File: src/rtl/hdlc_tx_pkg.sv
package hdlc_tx_pkg;
  localparam logic [7:0]  FLAG_BYTE  = 8'h7E;
  localparam logic [7:0]  ABORT_BYTE = 8'hFF;
  localparam logic [15:0] CRC_POLY   = 16'h8408;
  localparam logic [15:0] CRC_SEED   = 16'hFFFF;
  localparam int          NS_W       = 7;
  localparam int          RUN_MAX    = 5;

  // one byte handed to the serializer, with its treatment
  typedef struct packed {
    logic [7:0] data;
    logic       stuff;
    logic       crc;
  } tx_item_t;

  typedef enum logic [3:0] {
    S_IDLE, S_OPEN, S_ADR1, S_ADR2, S_CTL1, S_CTL2,
    S_DATA, S_CRCH, S_CLOSE, S_DONE
  } tx_state_t;
endpackage

File: src/rtl/hdlc_tx_fifo.sv
module hdlc_tx_fifo #(
  parameter  int DW    = 8,
  parameter  int DEPTH = 32,
  localparam int AW    = $clog2(DEPTH),
  localparam int CW    = $clog2(DEPTH + 1)
) (
  input  logic          clk,
  input  logic          rst_n,
  input  logic          clr,
  input  logic          push,
  input  logic [DW-1:0] din,
  input  logic          pop,
  output logic [DW-1:0] dout,
  output logic [CW-1:0] count
);
  logic [DW-1:0] mem [DEPTH];
  logic [AW-1:0] wp_q, wp_n, rp_q, rp_n;
  logic [CW-1:0] cnt_q, cnt_n;
  logic          push_ok, pop_ok;

  assign push_ok = push && (cnt_q < CW'(DEPTH));
  assign pop_ok  = pop && (cnt_q != '0);
  assign dout    = mem[rp_q];
  assign count   = cnt_q;

  always_comb begin
    wp_n  = wp_q;
    rp_n  = rp_q;
    cnt_n = cnt_q;
    if (clr) begin
      wp_n  = '0;
      rp_n  = '0;
      cnt_n = '0;
    end else begin
      if (push_ok) wp_n = (wp_q == AW'(DEPTH - 1)) ? '0 : wp_q + 1'b1;
      if (pop_ok)  rp_n = (rp_q == AW'(DEPTH - 1)) ? '0 : rp_q + 1'b1;
      cnt_n = cnt_q + CW'(push_ok) - CW'(pop_ok);
    end
  end

  always_ff @(posedge clk or negedge rst_n) begin
    if (!rst_n) begin
      wp_q  <= '0;
      rp_q  <= '0;
      cnt_q <= '0;
    end else begin
      wp_q  <= wp_n;
      rp_q  <= rp_n;
      cnt_q <= cnt_n;
    end
  end

  always_ff @(posedge clk) begin
    if (push_ok && !clr) mem[wp_q] <= din;
  end


  no_overflow_chk: assert property (@(posedge clk) disable iff (!rst_n)
    push |-> (cnt_q < CW'(DEPTH)));

  no_underflow_chk: assert property (@(posedge clk) disable iff (!rst_n)
    pop |-> (cnt_q != '0));
endmodule

File: src/rtl/hdlc_tx_crc.sv
module hdlc_tx_crc import hdlc_tx_pkg::*; (
  input  logic        clk,
  input  logic        rst_n,
  input  logic        init,
  input  logic        step,
  input  logic        bit_in,
  output logic [15:0] crc_nxt,
  output logic [15:0] crc_q
);
  logic [15:0] shifted;

  always_comb begin
    shifted = {1'b0, crc_q[15:1]};
    if (crc_q[0] ^ bit_in) shifted = shifted ^ CRC_POLY;
    crc_nxt = crc_q;
    if (init)      crc_nxt = CRC_SEED;
    else if (step) crc_nxt = shifted;
  end

  always_ff @(posedge clk or negedge rst_n) begin
    if (!rst_n) crc_q <= CRC_SEED;
    else        crc_q <= crc_nxt;
  end


  crc_seed_chk: assert property (@(posedge clk) disable iff (!rst_n)
    init |=> (crc_q == CRC_SEED));
endmodule

File: src/rtl/hdlc_tx_ser.sv
module hdlc_tx_ser import hdlc_tx_pkg::*; (
  input  logic     clk,
  input  logic     rst_n,
  input  logic     bit_en,
  input  logic     item_vld,
  input  tx_item_t item,
  output logic     ld,
  output logic     busy,
  output logic     crc_step,
  output logic     crc_bit,
  output logic     line_bit,
  output logic     line_vld
);
  localparam int RUN_W = $clog2(RUN_MAX + 1);

  logic             busy_q, busy_n;
  logic [7:0]       sh_q, sh_n;
  logic [2:0]       cnt_q, cnt_n;
  logic             stf_q, stf_n, cen_q, cen_n;
  logic [RUN_W-1:0] ones_q, ones_n;
  logic             bit_q, bit_n, vld_q, vld_n;

  assign busy     = busy_q;
  assign line_bit = bit_q;
  assign line_vld = vld_q;
  assign crc_bit  = sh_q[0];

  always_comb begin
    busy_n   = busy_q;
    sh_n     = sh_q;
    cnt_n    = cnt_q;
    stf_n    = stf_q;
    cen_n    = cen_q;
    ones_n   = ones_q;
    bit_n    = bit_q;
    vld_n    = vld_q;
    ld       = 1'b0;
    crc_step = 1'b0;
    if (bit_en) begin
      bit_n = 1'b1;
      vld_n = 1'b0;
      if (!busy_q) begin
        if (item_vld) begin
          ld     = 1'b1;
          busy_n = 1'b1;
          sh_n   = item.data;
          stf_n  = item.stuff;
          cen_n  = item.crc;
          cnt_n  = '0;
        end
      end else if (ones_q == RUN_W'(RUN_MAX)) begin
        bit_n  = 1'b0;
        vld_n  = 1'b1;
        ones_n = '0;
      end else begin
        bit_n    = sh_q[0];
        vld_n    = 1'b1;
        crc_step = cen_q;
        ones_n   = (stf_q && sh_q[0]) ? ones_q + 1'b1 : '0;
        if (cnt_q == 3'd7) begin
          if (item_vld) begin
            ld    = 1'b1;
            sh_n  = item.data;
            stf_n = item.stuff;
            cen_n = item.crc;
            cnt_n = '0;
          end else begin
            busy_n = 1'b0;
          end
        end else begin
          sh_n  = {1'b0, sh_q[7:1]};
          cnt_n = cnt_q + 1'b1;
        end
      end
    end
  end

  always_ff @(posedge clk or negedge rst_n) begin
    if (!rst_n) begin
      busy_q <= 1'b0;
      sh_q   <= '0;
      cnt_q  <= '0;
      stf_q  <= 1'b0;
      cen_q  <= 1'b0;
      ones_q <= '0;
      bit_q  <= 1'b1;
      vld_q  <= 1'b0;
    end else begin
      busy_q <= busy_n;
      sh_q   <= sh_n;
      cnt_q  <= cnt_n;
      stf_q  <= stf_n;
      cen_q  <= cen_n;
      ones_q <= ones_n;
      bit_q  <= bit_n;
      vld_q  <= vld_n;
    end
  end


  stuff_zero_chk: assert property (@(posedge clk) disable iff (!rst_n)
    (bit_en && busy_q && ones_q == RUN_W'(RUN_MAX)) |=> (line_vld && !line_bit));

  run_bound_chk: assert property (@(posedge clk) disable iff (!rst_n)
    ones_q <= RUN_W'(RUN_MAX));
endmodule

File: src/rtl/hdlc_tx_asm.sv
module hdlc_tx_asm import hdlc_tx_pkg::*; #(
  parameter int DEPTH = 32
) (
  input  logic       clk,
  input  logic       rst_n,
  input  logic       bit_en,
  input  logic       wr_en,
  input  logic [7:0] wr_data,
  output logic       wr_ok,
  input  logic       cmd_go,
  input  logic       cmd_last,
  input  logic       auto_mode,
  input  logic       addr_wide,
  input  logic       ctrl_wide,
  input  logic [7:0] addr_a,
  input  logic [7:0] addr_b,
  output logic       pool_irq,
  output logic       tx_bit,
  output logic       tx_active
);
  localparam int CW = $clog2(DEPTH + 1);

  // reset: asserted asynchronously, released on the clock
  logic [1:0] rsync_q;
  logic       rst_i_n;
  always_ff @(posedge clk or negedge rst_n) begin
    if (!rst_n) rsync_q <= 2'b00;
    else        rsync_q <= {rsync_q[0], 1'b1};
  end
  assign rst_i_n = rsync_q[1];

  tx_state_t       st_q, st_n;
  logic            pool_q, pool_n, last_q, last_n;
  logic            auto_q, auto_n, a16_q, a16_n, c16_q, c16_n;
  logic [NS_W-1:0] ns_q, ns_n;
  logic            irq_q, irq_n;

  logic            fifo_push, fifo_pop, fifo_clr;
  logic [7:0]      fifo_dout;
  logic [CW-1:0]   fifo_cnt;
  logic            crc_init, crc_step, crc_bit;
  logic [15:0]     crc_nxt, crc_q;
  logic            itm_vld, ser_ld, ser_busy;
  tx_item_t        itm;
  logic            has_data;

  assign wr_ok     = !pool_q && (fifo_cnt < CW'(DEPTH));
  assign fifo_push = wr_en && wr_ok;
  assign has_data  = pool_q && (fifo_cnt != '0);
  assign pool_irq  = irq_q;

  hdlc_tx_fifo #(.DW(8), .DEPTH(DEPTH)) u_fifo (
    .clk(clk), .rst_n(rst_i_n), .clr(fifo_clr), .push(fifo_push), .din(wr_data),
    .pop(fifo_pop), .dout(fifo_dout), .count(fifo_cnt)
  );

  hdlc_tx_crc u_crc (
    .clk(clk), .rst_n(rst_i_n), .init(crc_init), .step(crc_step), .bit_in(crc_bit),
    .crc_nxt(crc_nxt), .crc_q(crc_q)
  );

  hdlc_tx_ser u_ser (
    .clk(clk), .rst_n(rst_i_n), .bit_en(bit_en), .item_vld(itm_vld), .item(itm),
    .ld(ser_ld), .busy(ser_busy), .crc_step(crc_step), .crc_bit(crc_bit),
    .line_bit(tx_bit), .line_vld(tx_active)
  );

  // byte offered to the serializer in each state
  always_comb begin
    itm_vld = 1'b1;
    itm     = '{data: FLAG_BYTE, stuff: 1'b0, crc: 1'b0};
    unique case (st_q)
      S_OPEN, S_CLOSE: itm = '{data: FLAG_BYTE, stuff: 1'b0, crc: 1'b0};
      S_ADR1: itm = '{data: addr_a, stuff: 1'b1, crc: 1'b1};
      S_ADR2: itm = '{data: addr_b, stuff: 1'b1, crc: 1'b1};
      S_CTL1: itm = c16_q ? '{data: {ns_q, 1'b0}, stuff: 1'b1, crc: 1'b1}
                          : '{data: {4'b0000, ns_q[2:0], 1'b0}, stuff: 1'b1, crc: 1'b1};
      S_CTL2: itm = '{data: 8'h00, stuff: 1'b1, crc: 1'b1};
      S_DATA: begin
        if (has_data)           itm = '{data: fifo_dout, stuff: 1'b1, crc: 1'b1};
        else if (pool_q && last_q) itm = '{data: ~crc_nxt[7:0], stuff: 1'b1, crc: 1'b0};
        else                    itm = '{data: ABORT_BYTE, stuff: 1'b0, crc: 1'b0};
      end
      S_CRCH: itm = '{data: ~crc_nxt[15:8], stuff: 1'b1, crc: 1'b0};
      default: itm_vld = 1'b0;
    endcase
  end

  // frame sequencing
  always_comb begin
    st_n     = st_q;
    pool_n   = pool_q;
    last_n   = last_q;
    auto_n   = auto_q;
    a16_n    = a16_q;
    c16_n    = c16_q;
    ns_n     = ns_q;
    irq_n    = 1'b0;
    crc_init = 1'b0;
    fifo_pop = 1'b0;
    fifo_clr = 1'b0;
    if (cmd_go && !pool_q && st_q != S_DONE) begin
      pool_n = 1'b1;
      last_n = cmd_last;
      if (st_q == S_IDLE) begin
        st_n     = S_OPEN;
        auto_n   = auto_mode;
        a16_n    = addr_wide;
        c16_n    = ctrl_wide;
        crc_init = 1'b1;
      end
    end
    if (ser_ld) begin
      unique case (st_q)
        S_OPEN: st_n = auto_q ? S_ADR1 : S_DATA;
        S_ADR1: st_n = a16_q ? S_ADR2 : S_CTL1;
        S_ADR2: st_n = S_CTL1;
        S_CTL1: st_n = c16_q ? S_CTL2 : S_DATA;
        S_CTL2: st_n = S_DATA;
        S_DATA: begin
          if (has_data) begin
            fifo_pop = 1'b1;
            if (fifo_cnt == CW'(1) && !last_q) begin
              pool_n = 1'b0;
              irq_n  = 1'b1;
            end
          end else if (pool_q && last_q) begin
            st_n = S_CRCH;
          end else begin
            st_n     = S_DONE;
            pool_n   = 1'b0;
            fifo_clr = 1'b1;
          end
        end
        S_CRCH: st_n = S_CLOSE;
        S_CLOSE: begin
          st_n   = S_DONE;
          pool_n = 1'b0;
          if (auto_q) ns_n = ns_q + 1'b1;
        end
        default: ;
      endcase
    end
    if (st_q == S_DONE && !ser_busy) st_n = S_IDLE;
  end

  always_ff @(posedge clk or negedge rst_i_n) begin
    if (!rst_i_n) begin
      st_q   <= S_IDLE;
      pool_q <= 1'b0;
      last_q <= 1'b0;
      auto_q <= 1'b0;
      a16_q  <= 1'b0;
      c16_q  <= 1'b0;
      ns_q   <= '0;
      irq_q  <= 1'b0;
    end else begin
      st_q   <= st_n;
      pool_q <= pool_n;
      last_q <= last_n;
      auto_q <= auto_n;
      a16_q  <= a16_n;
      c16_q  <= c16_n;
      ns_q   <= ns_n;
      irq_q  <= irq_n;
    end
  end


  idle_mark_chk: assert property (@(posedge clk) disable iff (!rst_i_n)
    !tx_active |-> tx_bit);

  irq_wr_ok_chk: assert property (@(posedge clk) disable iff (!rst_i_n)
    pool_irq |-> wr_ok);

  drop_write_chk: assert property (@(posedge clk) disable iff (!rst_i_n)
    (wr_en && !wr_ok && !fifo_pop && !fifo_clr) |=> (fifo_cnt == $past(fifo_cnt)));

  active_tail_chk: assert property (@(posedge clk) disable iff (!rst_i_n)
    (st_q == S_CRCH || st_q == S_CLOSE) |-> tx_active);
endmodule

File: config.mk
export PLATFORM = sky130hd
export DESIGN_NAME = hdlc_tx_asm
export DESIGN_NICKNAME = d
export VERILOG_FILES = /design/src/rtl/hdlc_tx_pkg.sv /design/src/rtl/hdlc_tx_fifo.sv /design/src/rtl/hdlc_tx_crc.sv /design/src/rtl/hdlc_tx_ser.sv /design/src/rtl/hdlc_tx_asm.sv
export SDC_FILE = /design/constraint.sdc
export NUM_CORES = 1
export LEC_CHECK = 0
export BUFFER_PORTS_ARGS = -buffer_cell sky130_fd_sc_hd__buf_2
export CORE_ASPECT_RATIO = 1.1
export CORE_MARGIN = 8
export CORE_UTILIZATION = 35
export CTS_CLUSTER_SIZE = 20
export DETAILED_ROUTE_END_ITERATION = 10
export PLACE_DENSITY = 0.5
export SLEW_MARGIN = 20
export SYNTH_ARGS = -nofsm -noshare
export SYNTH_HDL_FRONTEND = slang
export SYNTH_SLANG_ARGS = --single-unit
File: constraint.sdc
create_clock -name clk -period 2.5 [get_ports clk]
set_clock_uncertainty 0.1 [all_clocks]
set_input_delay 0.25 -clock clk [delete_from_list [all_inputs] [get_ports clk]]
set_output_delay 0.25 -clock clk [all_outputs]
set_load 0.02 [all_outputs]
==> results of run 1 <==
cells in the final DEF (no fill, tap or decap), types with 6 or more instances in the layout:
master | synthesis | layout
nand2_1 | 45 | 45
nor4_1 | 18 | 14
nand2b_1 | 10 | 10
and3_1 | 13 | 12
buf_2 | 9 | 36
mux4_2 | 66 | 66
nor2_1 | 73 | 67
dfstp_2 | 17 | 17
buf_12 | 0 | 9
ha_4 | 0 | 6
a21oi_1 | 29 | 25
nand3b_1 | 6 | 6
a211o_1 | 7 | 7
buf_6 | 6 | 11
dfrtp_1 | 53 | 50
nand3_1 | 33 | 32
buf_4 | 6 | 147
nor2_2 | 0 | 6
ha_1 | 20 | 14
dlygate4sd3_1 | 0 | 7
clkinv_1 | 1 | 7
o21ai_0 | 29 | 27
mux2_2 | 10 | 10
o22ai_1 | 7 | 7
inv_1 | 23 | 18
clkbuf_1 | 25 | 10
a211oi_1 | 10 | 8
nor3_1 | 11 | 10
xnor2_1 | 10 | 9
mux2i_1 | 14 | 14
clkbuf_16 | 0 | 39
edfxtp_1 | 256 | 256
sequential cells by signal, summed over array words and instances (netlist names), 2 cells and up:
name          flops
u_crc.crc_q      16
u_ser.sh_q        8
u_fifo.count      6
u_fifo.wp_q       5
u_ser.cnt_q       3
u_fifo.mem      256
ns_q              7
rsync_q           2
st_q              4
u_fifo.rp_q       5
u_ser.ones_q      3
per-layer routing:
metal	wire [microns]	up-vias
li1	-	4024
met1	16500	4480
met2	17200	224
met3	1630	75
met4	1270	0
met5	0	-
worst max-delay path: cells and delay by family (launching register included):
kind                     cells  cell delay [ps]
AND/OR/NAND/NOR              1              380
flip-flops                   1              390
buffers and inverters        2              100
AO/OA/AOI/OAI                7             1180
adder cells (fa/ha/maj)      4              610
path summary, 6_finish.rpt:
| check | startpoint | to | slack [ps] | cells after the start |
|---|---|---|---|---|
| worst max-delay path | u_ser.cnt_q[0] | u_fifo.count[5] | -340 | 14 |
| worst min-delay path | bit_en | u_ser.line_bit | 90 | 4 |
| worst max register to register | u_ser.cnt_q[0] | u_fifo.count[5] | -340 | 14 |
| worst min register to register | rsync_q[1] | u_ser.sh_q[0] | 200 | 1 |
| max in group asynchronous | rst_n | rsync_q[1] | 1690 | 3 |
| min in group asynchronous | rsync_q[1] | u_ser.sh_q[0] | 200 | 1 |
kinds of logic after synthesis:
kind of cell	Yosys count	share of synthesized area [%]
flip-flops	326	66.6
buffers and inverters	75	2.55
AO/OA/AOI/OAI	147	7.21
multiplexers	90	12.2
adder cells (fa/ha/maj)	21	1.90
XOR/XNOR	12	0.740
AND/OR/NAND/NOR	246	8.74
other	1	0.0264
synthesized netlist by cell type, types with 13 or more instances:
master	number
dfstp_2	17
nor2_1	73
edfxtp_1	256
inv_1	23
nor4_1	18
a21oi_1	29
mux2i_1	14
ha_1	20
clkbuf_1	25
nand2_1	45
o21ai_0	29
mux4_2	66
dfrtp_1	53
and3_1	13
nand3_1	33
stage by stage:
stage                     hold slack (ps)  instances  power (W)
final                                92.4       1661     0.0122
after global routing                  106       1661     0.0126
after detailed placement            -61.2       1564    0.00688
after global placement              -64.1       1564    0.00686
after CTS                            54.0       1647     0.0123
after floorplan                      -146        918    0.00653
power breakdown:
group          switching (W)  internal, W  leakage (nW)  total, W
clock                0.00216      0.00323         0.587   0.00539
combinational       0.000443     0.000302          2.63  0.000745
sequential         0.0000915      0.00597          3.14   0.00606
total                0.00269      0.00950          6.35    0.0122
layout make-up:
type / instances / area share, %
Clock inverter: 17 / 0.917
Sequential cell: 326 / 53.4
Tap cell: 513 / 3.62
Clock buffer: 51 / 5.87
Inverter: 25 / 0.557
Timing Repair Buffer: 212 / 9.50
Multi-Input combinational cell: 517 / 26.2
what timing repair did:
item                                   CTS  global route
cloned                                   1             0
setup endpoints to repair              101           269
setup buffers                            8            16
resized for setup                       10            38
endpoints found under the hold margin    7             0
pin swaps                                6            16
hold buffers                             7             0
==> results.yml, run 1 <==
synth:
  ys_seq_elements: 326
  synth_area_leader_cell: "edfxtp_1"
  syn-cell-area_sq_um: 14200
  syn_area_per_cell_sq_um: 15.5
  syn_nets: 972
  ys_types: 72
  yosysTopAreaCellShare_pct: 54.1
  seq_area_frac_synth_pct: 66.6
  synth-edff-count: 256
  yosys-top-cells-area: "edfxtp_1 54%, mux4_2 10%, dfrtp_1 9.3%"
  synthCells: 918
  synth_ff_type: "edfxtp_1"
  async_flop_share_pct: 21.5
  yosysWarnings: 0
floorplan:
  fp.dieArea_sq_um: 47300
  io_pins: 37
  start_util_pct: 35.4
  core_sq_um: 40100
  chipWidth_microns: 208
  die_h_microns: 227
  num_rows: 77
clock_tree:
  htree_levels: 2
  clockBufferDepth: 3
  cts_buffers: 37
  clk_pin_slew_ps: 60
  clock_latency_ps: 550
  cts_sinks: 326
  root_buffer: "clkbuf_16"
  tritoncts: "done"
power_and_ir_drop:
  powerDensity_nw_per_um2: 687
  peakVddDrop_mv: 0.495
  power_leakage_nw: 6.35
worst_setup_path:
  start_kind: "register"
  crit_slowest_cell: "dfrtp_1"
  arrival_ps: 3210
  end_kind: "register"
  crit_fanout: 2
  cp_common_cell: "ha_4"
  critical_path_class: "register to register"
  max_stage_delay_ps: 390
  cp_cell_sequence: "ha_4 > ha_4 > a21boi_4 > o2111ai_2 > or3_4 > inv_4 > ha_4 > inv_4 > ha_4 > a21o_1 > a21oi_2 > o21bai_1 > a2111o_1 > o21ai_1"
  required_ps: 2880
worst_hold_path:
  hold_class: "input pin to register"
finish:
  nFillCells: 3582
  register_area_sq_um: 9470
  design_area_sq_um: 17700
  multi_input_area_sq_um: 4650
  syn_to_final_growth_pct: 24.9
  layout.nets: 1173
  antenna_cells: 0
  drive_gt1_share_pct: 35.2
  utilization_pct: 44.3
run:
  drv_cap: 0
detailed_routing:
  drc: 0
  first_pass_iters: 5
  routed_wirelength_mm: 36.6
  vias: 8803
  ant_nets: 0
  avgRoutedWirePerCell_microns: 22.0
  vias_per_cell: 5.30
  drtIter0Drc: 696
placement:
  placedInstanceArea_sq_um: 16000
  gp_congestion: 0.859
  dp_hpwl_mm: 23.9
  port_buffers: 36
  dpl_worst_slack_ps: -436
grt:
  grt_pass1_wl_mm: 55.0
  top_usage_layer: "met2"
  track_usage_pct: 15.3
  first_global_vias: 9011
  grt.overflow.total: 0
  grtUsageMet3_pct: 2.55
  use_met1_pct: 20.2
  grt_max_degree: 69
  grt_antenna_before_repair: 1
  met2_usage_pct: 24.9
timing:
  finalHoldViolations: 0
  fin_crit_sh_pct: 114
  period_needed_ps: 2840
  setup_ws_ps: -338
  max_slew_margin_pct: 51.7
  worst_pin_slew_ps: 724
  rsz0062_at_grt: "true"
  max_freq_mhz: 352
  slew_violations: 0
  setup-violations-final: 5
  fin_setup_tns_ps: -1180
outcome:
  violations: "setup timing"
  outcome: "finished with violations"
Power figures use the tool's default switching activity.
==> inputs of run 2 (changes only) <==
--- a/config.mk
+++ b/config.mk
@@ -9,6 +9,7 @@
 export CORE_ASPECT_RATIO = 1.1
 export CORE_MARGIN = 8
 export CORE_UTILIZATION = 35
+export CTS_BUF_LIST = sky130_fd_sc_hd__clkbuf_8
 export CTS_CLUSTER_SIZE = 20
 export DETAILED_ROUTE_END_ITERATION = 10
 export PLACE_DENSITY = 0.5
==> results.yml, run 2 (same netlist as run 1, synthesis figures left out) <==
floorplan:
  num_rows: 77
  die_h_microns: 227
  fp.dieArea_sq_um: 47300
  core_sq_um: 40100
  chipWidth_microns: 208
  start_util_pct: 35.4
  io_pins: 37
timing:
  max_slew_margin_pct: 53.9
  rsz0062_at_grt: "true"
  worst_pin_slew_ps: 692
  finalHoldViolations: 0
  fin_crit_sh_pct: 114
  max_freq_mhz: 351
  slew_violations: 0
  setup-violations-final: 5
  period_needed_ps: 2850
  setup_ws_ps: -345
power_and_ir_drop:
  clockPowerShare_pct: 40.3
  switching_share_pct: 23.7
  switching_power_w: 0.00270
  power_leakage_nw: 6.42
  intPower_w: 0.00873
  peakVddDrop_mv: 0.442
  p_comb_share_pct: 6.7
  powerDensity_nw_per_um2: 648
  p_total_w: 0.0114
  pwr-share-seq_pct: 53.0
grt:
  grt_antenna_before_repair: 0
  grt_pass1_wl_mm: 55.7
  grt_max_degree: 69
  grt.overflow.total: 0
  first_global_vias: 9280
  track_usage_pct: 15.4
finish:
  syn_to_final_growth_pct: 24.2
  largest_reg_flops: 256
  layout.nets: 1199
  fin_cells: 1703
  top_regs: "u_fifo.mem: 256 flops, u_crc.crc_q: 16 flops, u_ser.sh_q: 8 flops"
  mostFrequentLayoutCells: "256 x edfxtp_1, 145 x buf_4, 66 x mux4_2, 64 x nor2_1, 58 x clkbuf_8"
  antenna_cells: 0
  utilization_pct: 44.0
  final_common_cell: "edfxtp_1"
  drive_gt1_share_pct: 35.5
  largest-register: "u_fifo.mem"
clock_tree:
  htree_levels: 2
  clk_pin_slew_ps: 60
  root_buffer: "clkbuf_8"
  tritoncts: "done"
  clockBufferDepth: 3
  cts_sinks: 326
  cts_buffers: 56
  clock_latency_ps: 640
detailed_routing:
  vias_per_cell: 5.23
  routed_wirelength_mm: 36.6
  wl_met3_mm: 1.91
  routed.top_layer: "met4"
  drtIter0Drc: 604
  drt-met1-wl_mm: 16.2
  avgRoutedWirePerCell_microns: 21.5
  first_pass_iters: 5
  vias: 8915
  met2_length_mm: 17.5
  drc: 0
  ant_nets: 0
outcome:
  violations: "setup timing"
  outcome: "finished with violations"
worst_setup_path:
  cp_cell_sequence: "ha_4 > ha_4 > a21boi_4 > o2111ai_2 > or3_4 > inv_4 > ha_4 > inv_4 > ha_4 > a21o_1 > a21oi_2 > o21bai_1 > a2111o_1 > o21ai_1"
  end_kind: "register"
  start_kind: "register"
  arrival_ps: 3320
  required_ps: 2970
  crit_slowest_cell: "dfrtp_1"
  crit_family: "compound AO/OA/AOI/OAI gates"
  max_stage_delay_ps: 390
  cp_common_cell: "ha_4"
  crit_fanout: 2
  crit_buf_inv: 2
  critical_path_class: "register to register"
worst_hold_path:
  hold_class: "input pin to register"
placement:
  port_buffers: 36
  dp_hpwl_mm: 23.9
  gp_congestion: 0.859
  placed_cells: 1564
run:
  drv_cap: 0
## run 2: stage by stage
| step | setup TNS (ps) | setup slack [ps] | hold WS (ps) | area [sq um] |
|---|---|---|---|---|
| after floorplan | -992 | -359 | -146 | 14300 |
| after global placement | -1370 | -394 | -64.1 | 16000 |
| after detailed placement | -2450 | -436 | -61.2 | 16000 |
| after CTS | -1380 | -398 | 10.3 | 17400 |
| after global routing | -1820 | -493 | 42.4 | 17700 |
| final | -1210 | -345 | 45.9 | 17700 |
## run 2: power groups by stage
stage / registers, W / clock network, W / logic, W
finish: 0.00606 / 0.00461 / 0.000765
global route: 0.00607 / 0.00502 / 0.000846
CTS: 0.00605 / 0.00480 / 0.000745
detailed placement: 0.00616 / 0 / 0.000721
global placement: 0.00615 / 0 / 0.000703
floorplan: 0.00616 / 0 / 0.000364
## run 2: area by class of cell
class                   count  area, sq um
clock inverters            46          278
fillers                  3605        22400
flip-flops and latches    326         9470
clock buffers              57          785
multi-input cells         517         4620
repair buffers            219         1750
inverters                  25         98.8
well taps                 513          642
## run 2: final timing paths
path,slack (ps),end,cells past startpoint,from
worst max register to register,-350,u_fifo.count[5],14,u_ser.cnt_q[0]
max in group asynchronous,1760,u_crc.crc_q[13],1,rsync_q[1]
min in group asynchronous,200,u_fifo.rp_q[2],1,rsync_q[1]
worst min register to register,200,u_fifo.rp_q[2],1,rsync_q[1]
worst max-delay path,-350,u_fifo.count[5],14,u_ser.cnt_q[0]
worst min-delay path,50,u_fifo.mem[13][3],1,wr_data[3]
## run 2: timing repair
item,in CTS,in global routing
cloned,1,0
pin swaps,6,15
gates resized for setup,11,40
setup buffers,9,15
hold buffers,15,0
endpoints found under the hold margin,19,0
endpoints found under the setup margin,130,256
## run 2: worst register-to-register path, stage by stage, from the launching register on
cell	delay, ps
dfrtp_1	390
ha_4	160
ha_4	130
a21boi_4	200
o2111ai_2	140
or3_4	380
inv_4	80
ha_4	130
inv_4	40
ha_4	190
a21o_1	160
a21oi_2	140
o21bai_1	110
a2111o_1	360
o21ai_1	70
## run 2: layer usage
layer | up-vias | global-route usage [%]
met4 | 0 | 6.62
li1 | 4089 | -
met3 | 59 | 2.93
met5 | - | 0
met2 | 226 | 25.1
met1 | 4541 | 20.1
==> inputs of run 3 (changes only) <==
--- a/config.mk
+++ b/config.mk
@@ -12,6 +12,7 @@
 export CTS_BUF_LIST = sky130_fd_sc_hd__clkbuf_8
 export CTS_CLUSTER_SIZE = 20
 export DETAILED_ROUTE_END_ITERATION = 10
+export GPL_TIMING_DRIVEN = 0
 export PLACE_DENSITY = 0.5
 export SLEW_MARGIN = 20
 export SYNTH_ARGS = -nofsm -noshare
==> results.yml, run 3 (same netlist as run 1, synthesis figures left out) <==
grt:
  first_global_vias: 9424
  grt_pass1_wl_mm: 59.6
  grt_antenna_before_repair: 1
  grt_max_degree: 46
  track_usage_pct: 16.9
  grt.overflow.total: 0
finish:
  layout.nets: 1151
  syn_to_final_growth_pct: 25.8
  mostFrequentLayoutCells: "256 x edfxtp_1, 66 x mux4_2, 57 x clkbuf_8, 48 x buf_4, 48 x dfrtp_1"
  fin_cells: 1653
  antenna_cells: 0
  drive_gt1_share_pct: 35.4
  top_regs: "u_fifo.mem: 256 flops, u_crc.crc_q: 16 flops, u_ser.sh_q: 8 flops"
  largest-register: "u_fifo.mem"
  final_common_cell: "edfxtp_1"
  largest_reg_flops: 256
power_and_ir_drop:
  peakVddDrop_mv: 0.377
  power_leakage_nw: 6.26
  powerDensity_nw_per_um2: 623
clock_tree:
  clk_pin_slew_ps: 60
  cts_buffers: 55
  root_buffer: "clkbuf_8"
  htree_levels: 2
  clock_latency_ps: 640
  cts_sinks: 326
  clockBufferDepth: 3
  tritoncts: "done"
detailed_routing:
  ant_nets: 0
  first_pass_iters: 4
  routed_wirelength_mm: 39.5
  drc: 0
  vias_per_cell: 5.42
  avgRoutedWirePerCell_microns: 23.9
  drtIter0Drc: 748
  vias: 8963
timing:
  worst_pin_slew_ps: 694
  fin_setup_tns_ps: -1660
  setup_ws_ps: -480
  rsz0062_at_grt: "true"
  slew_violations: 0
  finalHoldViolations: 0
  period_needed_ps: 2980
  setup-violations-final: 7
  max_freq_mhz: 336
  fin_crit_sh_pct: 119
  max_slew_margin_pct: 53.2
worst_hold_path:
  hold_class: "input pin to register"
placement:
  placed_cells: 1468
  gp_congestion: 0.850
  port_buffers: 36
  dp_hpwl_mm: 25.2
floorplan:
  start_util_pct: 35.4
  core_sq_um: 40100
  num_rows: 77
  io_pins: 37
  chipWidth_microns: 208
  die_h_microns: 227
  fp.dieArea_sq_um: 47300
worst_setup_path:
  crit_fanout: 2
  required_ps: 2950
  arrival_ps: 3430
  start_kind: "register"
  end_kind: "register"
  critical_path_class: "register to register"
outcome:
  violations: "setup timing"
  outcome: "finished with violations"
run:
  drv_cap: 0
[run 3: area by class of cell]
type	count	area, sq um
Inverter	25	103
Clock inverter	44	218
Multi-Input combinational cell	517	4970
Fill cell	3601	22200
Timing Repair Buffer	126	1270
Tap cell	513	642
Buffer	46	430
Sequential cell	326	9470
Clock buffer	56	771
[run 3: final timing paths]
check | startpoint | endpoint | slack, ps | cells past startpoint
worst max-delay path | u_ser.cnt_q[0] | u_fifo.count[5] | -480 | 15
worst min-delay path | wr_data[5] | u_fifo.mem[28][5] | 60 | 1
worst max register to register | u_ser.cnt_q[0] | u_fifo.count[5] | -480 | 15
worst min register to register | rsync_q[1] | u_ser.ones_q[0] | 140 | 0
max in group asynchronous | rsync_q[1] | u_crc.crc_q[4] | 1560 | 1
min in group asynchronous | rsync_q[1] | u_ser.ones_q[0] | 140 | 0
[run 3: repair_timing]
action | CTS | global route
endpoints found under the hold margin | 26 | 0
gates resized for setup | 156 | 26
buffers inserted | 55 | 19
cloned | 1 | 0
pin swaps | 42 | 13
endpoints found under the setup margin | 278 | 244
hold buffers | 14 | 0
[run 3: metal layers]
layer / GRT usage [%] / vias up / wire, microns
li1: - / 3997 / -
met1: 21.4 / 4644 / 17200
met2: 28.1 / 256 / 18900
met3: 3.37 / 66 / 2180
met4: 7.21 / 0 / 1300
met5: 0 / - / 0
[run 3: power breakdown]
group / leakage, nW / internal [W] / switching [W]
clock network: 0.607 / 0.00219 / 0.00218
registers: 3.13 / 0.00597 / 0.000117
logic: 2.51 / 0.000274 / 0.000415
[run 3: through the flow]
stage	area (sq um)	utilization [%]	hold slack [ps]	setup slack [ps]	total power, W
detailed placement	15200	37.8	-63.1	-803	0.00681
CTS	17600	44.0	12.0	-567	0.0113
global route	17900	44.6	55.5	-662	0.0116
floorplan	14300	-	-146	-359	0.00653
global placement	15100	37.7	-63.9	-741	0.00679
finish	17900	44.6	60.7	-480	0.0111
[run 3: worst max-delay path, stage by stage (launching register included)]
cell and delay [ps]:
dfrtp_1 360, ha_2 190, ha_4 130, a21boi_4 200, o2111ai_2 140, or3_1 350
buf_6 140, inv_6 60, ha_4 130, inv_4 30, ha_4 200, a21o_1 160
a21oi_2 140, o21bai_1 110, a2111o_1 370, o21ai_1 80
